===== config.mk =====
export PLATFORM = sky130hd
export DESIGN_NAME = tmr_alarm_timer
export DESIGN_NICKNAME = d
export VERILOG_FILES = /design/src/rtl/tmr_pkg.sv /design/src/rtl/tmr_prescale.sv /design/src/rtl/tmr_count.sv /design/src/rtl/tmr_regs.sv /design/src/rtl/tmr_alarm_timer.sv
export SDC_FILE = /design/constraint.sdc
export NUM_CORES = 1
export LEC_CHECK = 0
export BUFFER_PORTS_ARGS = -buffer_cell sky130_fd_sc_hd__buf_4
export CORE_MARGIN = 3
export CORE_UTILIZATION = 44
export CTS_CLUSTER_DIAMETER = 30
export CTS_CLUSTER_SIZE = 24
export DETAILED_ROUTE_END_ITERATION = 12
export GPL_ROUTABILITY_DRIVEN = 0
export GPL_TIMING_DRIVEN = 0
export MAX_ROUTING_LAYER = met4
export PLACE_DENSITY = 0.71
export SLEW_MARGIN = 10
export SYNTH_ARGS = -nofsm -noshare
export SYNTH_HDL_FRONTEND = slang
export SYNTH_SLANG_ARGS = --single-unit

===== constraint.sdc =====
create_clock -name clk -period 8.1 [get_ports clk]
set_input_delay 0.405 -clock clk [delete_from_list [all_inputs] [get_ports clk]]
set_output_delay 0.405 -clock clk [all_outputs]
set_load 0.05 [all_outputs]

===== src/rtl/tmr_pkg.sv =====
package tmr_pkg;
  localparam int unsigned BUS_AW = 4;
  localparam int unsigned BUS_DW = 32;
  localparam int unsigned DIV_W  = 16;

  localparam logic [BUS_AW-1:0] A_CTRL     = 4'h0;
  localparam logic [BUS_AW-1:0] A_SNAP_LO  = 4'h1;
  localparam logic [BUS_AW-1:0] A_SNAP_HI  = 4'h2;
  localparam logic [BUS_AW-1:0] A_SNAP_REQ = 4'h3;
  localparam logic [BUS_AW-1:0] A_ALM_LO   = 4'h4;
  localparam logic [BUS_AW-1:0] A_ALM_HI   = 4'h5;
  localparam logic [BUS_AW-1:0] A_LD_LO    = 4'h6;
  localparam logic [BUS_AW-1:0] A_LD_HI    = 4'h7;
  localparam logic [BUS_AW-1:0] A_LD_REQ   = 4'h8;
  localparam logic [BUS_AW-1:0] A_IRQ_EN   = 4'h9;
  localparam logic [BUS_AW-1:0] A_IRQ_RAW  = 4'hA;
  localparam logic [BUS_AW-1:0] A_IRQ_MSK  = 4'hB;
  localparam logic [BUS_AW-1:0] A_IRQ_CLR  = 4'hC;

  localparam int unsigned CTL_RUN     = 0;
  localparam int unsigned CTL_UP      = 1;
  localparam int unsigned CTL_AUTO    = 2;
  localparam int unsigned CTL_ARM     = 3;
  localparam int unsigned CTL_DIV_LSB = 16;

  typedef struct packed {
    logic [DIV_W-1:0] div;
    logic             arm;
    logic             auto_rl;
    logic             up;
    logic             run;
  } ctrl_t;
endpackage


===== src/rtl/tmr_prescale.sv =====
module tmr_prescale
  import tmr_pkg::*;
(
  input  logic             clk,
  input  logic             rst_n,
  input  logic             run,
  input  logic [DIV_W-1:0] div,
  output logic             tick
);
  logic [DIV_W-1:0] phase_q;
  logic [DIV_W-1:0] div_eff;

  always_comb begin
    div_eff = (div == '0) ? {{(DIV_W-1){1'b0}}, 1'b1} : div;
    tick    = run && (phase_q >= div_eff - {{(DIV_W-1){1'b0}}, 1'b1});
  end

  always_ff @(posedge clk) begin
    if (!rst_n || !run || tick) phase_q <= '0;
    else                        phase_q <= phase_q + {{(DIV_W-1){1'b0}}, 1'b1};
  end
endmodule


===== src/rtl/tmr_count.sv =====
module tmr_count #(
  parameter int unsigned CNT_W = 54
) (
  input  logic             clk,
  input  logic             rst_n,
  input  logic             tick,
  input  logic             up,
  input  logic             auto_rl,
  input  logic             arm,
  input  logic [CNT_W-1:0] alarm_val,
  input  logic [CNT_W-1:0] load_val,
  input  logic             load_req,
  output logic [CNT_W-1:0] cnt,
  output logic             fire
);
  localparam logic [CNT_W-1:0] ONE = {{(CNT_W-1){1'b0}}, 1'b1};

  assign fire = arm && (cnt == alarm_val);

  always_ff @(posedge clk) begin
    if (!rst_n)                cnt <= '0;
    else if (load_req)         cnt <= load_val;
    else if (fire && auto_rl)  cnt <= load_val;
    else if (tick)             cnt <= up ? cnt + ONE : cnt - ONE;
  end
endmodule


===== src/rtl/tmr_regs.sv =====
module tmr_regs
  import tmr_pkg::*;
#(
  parameter int unsigned CNT_W = 54
) (
  input  logic              clk,
  input  logic              rst_n,
  input  logic [BUS_AW-1:0] bus_addr,
  input  logic              bus_wr,
  input  logic [BUS_DW-1:0] bus_wdata,
  output logic [BUS_DW-1:0] bus_rdata,
  input  logic [CNT_W-1:0]  cnt,
  input  logic              fire,
  output ctrl_t             ctrl,
  output logic [CNT_W-1:0]  alarm_val,
  output logic [CNT_W-1:0]  load_val,
  output logic              load_req,
  output logic [CNT_W-1:0]  snap,
  output logic              raw,
  output logic              irq_en
);
  localparam int unsigned HI_W = CNT_W - BUS_DW;

  logic wr_ctrl, wr_snap, wr_alo, wr_ahi, wr_llo, wr_lhi, wr_en, wr_clr;

  always_comb begin
    wr_ctrl  = bus_wr && (bus_addr == A_CTRL);
    wr_snap  = bus_wr && (bus_addr == A_SNAP_REQ);
    wr_alo   = bus_wr && (bus_addr == A_ALM_LO);
    wr_ahi   = bus_wr && (bus_addr == A_ALM_HI);
    wr_llo   = bus_wr && (bus_addr == A_LD_LO);
    wr_lhi   = bus_wr && (bus_addr == A_LD_HI);
    load_req = bus_wr && (bus_addr == A_LD_REQ);
    wr_en    = bus_wr && (bus_addr == A_IRQ_EN);
    wr_clr   = bus_wr && (bus_addr == A_IRQ_CLR) && bus_wdata[0];
  end

  always_ff @(posedge clk) begin
    if (!rst_n) begin
      ctrl.run     <= 1'b0;
      ctrl.up      <= 1'b1;
      ctrl.auto_rl <= 1'b1;
      ctrl.arm     <= 1'b0;
      ctrl.div     <= {{(DIV_W-1){1'b0}}, 1'b1};
    end else if (wr_ctrl) begin
      ctrl.run     <= bus_wdata[CTL_RUN];
      ctrl.up      <= bus_wdata[CTL_UP];
      ctrl.auto_rl <= bus_wdata[CTL_AUTO];
      ctrl.arm     <= bus_wdata[CTL_ARM];
      ctrl.div     <= bus_wdata[CTL_DIV_LSB +: DIV_W];
    end else if (fire) begin
      ctrl.arm     <= 1'b0;
    end
  end

  always_ff @(posedge clk) begin
    if (!rst_n) begin
      alarm_val <= '0;
      load_val  <= '0;
    end else begin
      if (wr_alo) alarm_val[BUS_DW-1:0]     <= bus_wdata;
      if (wr_ahi) alarm_val[CNT_W-1:BUS_DW] <= bus_wdata[HI_W-1:0];
      if (wr_llo) load_val[BUS_DW-1:0]      <= bus_wdata;
      if (wr_lhi) load_val[CNT_W-1:BUS_DW]  <= bus_wdata[HI_W-1:0];
    end
  end

  always_ff @(posedge clk) begin
    if (!rst_n) begin
      snap   <= '0;
      raw    <= 1'b0;
      irq_en <= 1'b0;
    end else begin
      if (wr_snap) snap   <= cnt;
      if (wr_en)   irq_en <= bus_wdata[0];
      if (fire)        raw <= 1'b1;
      else if (wr_clr) raw <= 1'b0;
    end
  end

  always_comb begin
    bus_rdata = '0;
    case (bus_addr)
      A_CTRL: begin
        bus_rdata[CTL_RUN]              = ctrl.run;
        bus_rdata[CTL_UP]               = ctrl.up;
        bus_rdata[CTL_AUTO]             = ctrl.auto_rl;
        bus_rdata[CTL_ARM]              = ctrl.arm;
        bus_rdata[CTL_DIV_LSB +: DIV_W] = ctrl.div;
      end
      A_SNAP_LO: bus_rdata             = snap[BUS_DW-1:0];
      A_SNAP_HI: bus_rdata[HI_W-1:0]   = snap[CNT_W-1:BUS_DW];
      A_ALM_LO:  bus_rdata             = alarm_val[BUS_DW-1:0];
      A_ALM_HI:  bus_rdata[HI_W-1:0]   = alarm_val[CNT_W-1:BUS_DW];
      A_LD_LO:   bus_rdata             = load_val[BUS_DW-1:0];
      A_LD_HI:   bus_rdata[HI_W-1:0]   = load_val[CNT_W-1:BUS_DW];
      A_IRQ_EN:  bus_rdata[0]          = irq_en;
      A_IRQ_RAW: bus_rdata[0]          = raw;
      A_IRQ_MSK: bus_rdata[0]          = raw & irq_en;
      default:   bus_rdata             = '0;
    endcase
  end
endmodule


===== src/rtl/tmr_alarm_timer.sv =====
module tmr_alarm_timer
  import tmr_pkg::*;
#(
  parameter int unsigned CNT_W = 54
) (
  input  logic              clk,
  input  logic              rst_n,
  input  logic [BUS_AW-1:0] bus_addr,
  input  logic              bus_wr,
  input  logic [BUS_DW-1:0] bus_wdata,
  output logic [BUS_DW-1:0] bus_rdata,
  output logic              irq
);
  ctrl_t            ctrl;
  logic [CNT_W-1:0] alarm_val, load_val, cnt, snap;
  logic             load_req, fire, tick, raw, irq_en;

  tmr_regs #(.CNT_W(CNT_W)) regs_i (
    .clk(clk), .rst_n(rst_n), .bus_addr(bus_addr), .bus_wr(bus_wr),
    .bus_wdata(bus_wdata), .bus_rdata(bus_rdata), .cnt(cnt), .fire(fire),
    .ctrl(ctrl), .alarm_val(alarm_val), .load_val(load_val),
    .load_req(load_req), .snap(snap), .raw(raw), .irq_en(irq_en)
  );

  tmr_prescale pre_i (
    .clk(clk), .rst_n(rst_n), .run(ctrl.run), .div(ctrl.div), .tick(tick)
  );

  tmr_count #(.CNT_W(CNT_W)) cnt_i (
    .clk(clk), .rst_n(rst_n), .tick(tick), .up(ctrl.up),
    .auto_rl(ctrl.auto_rl), .arm(ctrl.arm), .alarm_val(alarm_val),
    .load_val(load_val), .load_req(load_req), .cnt(cnt), .fire(fire)
  );

  assign irq = raw & irq_en;
endmodule


==> impl_metrics.csv <==
group,metric,value,unit
route,post-route-drc-count,0,
sta,tightest_slew,1.01,ns
grt,grt_pass1_wl,88300,um
clock_network,hold_buffers,0,
pwr,power_leakage,6.80,nW
cells_and_area,nFillCells,3146,
setup_path,arrival,6.06,ns
setup_path,worstSetupStartpointType,"flop",
clock_network,path_clk_slew,0.05,ns
setup_path,worstPathMaxFanout,10,
cells_and_area,layout_commonest_cell,"nand2_1",
synthesis,yosysSeqAreaShare,0.335,
sta,finalClockSkew,0.0293,ns
run_status,status,"completed",
sta,fmax,178,MHz
clock_network,clk_latency,0.58,ns
floorplanning,die_h,192,um
clock_network,cts_tree,"done",
clock_network,clockBufferDepth,3,
sta,setup_viol,0,
synthesis,synth_ff_type,"dfxtp_1",
synthesis,syn-cell-area,0.0152,sq mm
clock_network,post-cts-setup-buffers,0,
sta,period_minus_slack,5.63,ns
route,wl_per_cell,23.1,um
route,vias,15900,
synthesis,ys_async_sr_fraction,0,
grt,grt_start_max_net_pins,31,
floorplanning,die_area,0.0367,sq mm
placement,placed_cells,2449,
clock_network,numCtsBuffers,51,
clock_network,root_buffer,"clkbuf_16",
sta,grt_setup_unrepaired,"no",
placement,dpl.hpwl,44800,um
cells_and_area,synthToLayoutAreaGrowth,18.9,%
clock_network,h-tree-depth,2,
grt,grtUsageTotal,0.323,
synthesis,synth_cell_types,80,
cells_and_area,layout_common_cells,"nand2_1, dfxtp_1, a21boi_0",
synthesis,post_synth.cell_area_avg,7.85,sq um
cells_and_area,finalNetCount,2164,
grt,grt_pass1_vias,15000,
sta,final_hold_viol_count,0,
setup_path,required,8.52,ns
clock_network,cts_resized,0,
setup_path,endpoint_kind,"flop",
grt,grt_remaining_overflow,0,
synthesis,yosysWarnings,0,
cells_and_area,drive_gt1_frac,0.0897,
route,drt_iter0_markers,1925,
pwr,p_total,3.65,mW
pwr,p_per_area,203,mW/mm^2
cells_and_area,design_area,0.0180,sq mm
job,max_cap_violations,0,
synthesis,synthCells,1931,
route,postRouteAntennaNets,0,
route,via_per_inst,6.26,
clock_network,cts.sinks,254,
sta,relSlewSlack,0.329,
floorplanning,initial_utilization,0.449,
setup_path,path_class,"flop to flop",
floorplanning,die_w,192,um
sta,fin_setup_tns,0,ns
floorplanning,core_area,0.0338,sq mm
grt,antenna_found_initial,1,
floorplanning,rows,67,
sta,fin_crit_sh,0.695,
synthesis,synth-seq-cells,254,
synthesis,syn_nets,2041,
route,drtPass1Iterations,6,
sta,drv_slew,0,
cells_and_area,fin_cells,2544,
route,routed_wl,58800,um
floorplanning,io_pins,72,
hold_path,worst_hold_path_type,"primary input to flop",
placement,port_buffers,68,
placement,dpl_cell_area,0.0163,sq mm
pwr,ir_drop,0.154,mV
synthesis,synth_edf_count,0,
==> kinds of logic (layout without fill, tap and decap cells) <==
logic type | after synthesis | count (layout) | synth area share
AND/OR/NAND/NOR | 706 | 706 | 0.202
AO/OA/AOI/OAI | 613 | 613 | 0.289
flip-flops | 254 | 254 | 0.335
buffers and inverters | 162 | 326 | 0.0408
XOR/XNOR | 109 | 109 | 0.0630
adder cells (fa/ha/maj) | 71 | 71 | 0.0591
multiplexers | 16 | 16 | 0.0106
other | 0 | 1 | 0
==> synth_stat cells, drive strengths merged (14+ instances only) <==
cell	count	area (sq um)
nor3	20	105
nor4	15	100
a21boi	183	1370
a31oi	14	87.6
xnor2	68	596
nand2	460	1730
o211ai	24	180
xor2	41	359
nor2	70	263
mux2i	16	160
a21oi	107	551
o21ai	69	360
nand3	47	235
nand4	31	194
inv	36	135
ha	70	876
dfxtp	254	5080
a22oi	59	443
a21o	31	233
o211a	19	190
clkbuf	116	435
nor2b	14	87.6
==> per-stage QoR <==
stage	hold slack (ns)	setup slack, ns	util
after floorplan	0.437	4.03	-
after global placement	0.450	2.76	0.480
after detailed placement	0.457	2.67	0.481
after CTS	0.111	2.63	0.533
after global routing	0.125	2.10	0.533
final	0.110	2.47	0.533
==> path summary, 6_finish.rpt <==
check / cells after the start / slack [ns] / to / start
max: 18 / 2.47 / cnt_i.cnt[39] / regs_i.ctrl[12]
min: 3 / 0.11 / regs_i.ctrl[4] / bus_wdata[16]
max reg2reg: 18 / 2.47 / cnt_i.cnt[39] / regs_i.ctrl[12]
min reg2reg: 2 / 0.46 / regs_i.snap[46] / regs_i.snap[46]
==> flip-flops by register name (all words and copies together) (netlist names) <==
| name | count |
|---|---|
| cnt_i.cnt | 54 |
| regs_i.alarm_val | 54 |
| regs_i.load_val | 54 |
| regs_i.snap | 54 |
| regs_i.ctrl | 20 |
| pre_i.phase_q | 16 |
| regs_i.irq_en | 1 |
| regs_i.raw | 1 |
==> metal layers <==
layer / up-vias / wire length [um] / track usage / part of all wire
met5: - / 0 / - / 0
met4: 0 / 3640 / 0.168 / 0.062
met3: 263 / 7460 / 0.0708 / 0.13
met2: 1059 / 25200 / 0.482 / 0.43
met1: 7452 / 22500 / 0.410 / 0.38
li1: 7139 / - / - / -
==> layout make-up <==
class | instances | area [sq um] | area share
Clock inverter | 33 | 382 | 0.0212
Sequential cell | 254 | 5080 | 0.282
Timing Repair Buffer | 70 | 538 | 0.0299
Clock buffer | 61 | 1370 | 0.0762
Tap cell | 448 | 561 | 0.0311
Buffer | 126 | 483 | 0.0268
Inverter | 36 | 135 | 0.00750
Antenna cell | 1 | 2.50 | 0.000139
Multi-Input combinational cell | 1515 | 9460 | 0.525
==> critical path, stage by stage, from the launching register on <==
cell       delay [ns]
dfxtp_1          0.40
or4_1            0.62
nor4_1           0.31
nand3b_1         0.19
nor4_1           0.22
nor2_1           0.10
ha_1             0.26
nand2_1          0.12
xor2_1           0.19
ha_1             0.26
o21a_1           0.19
o2111ai_1        0.19
a31oi_1          0.19
o31ai_1          0.51
clkbuf_1         0.42
clkbuf_1         0.66
nand2_1          0.31
o221ai_1         0.28
a21oi_1          0.06
==> power breakdown <==
group | leakage (nW) | internal [mW] | total, mW | switching, mW
clock network | 0.839 | 1.36 | 2.13 | 0.775
logic | 3.91 | 0.0775 | 0.223 | 0.145
registers | 2.05 | 1.27 | 1.30 | 0.0292
Power figures use the tool's default switching activity.
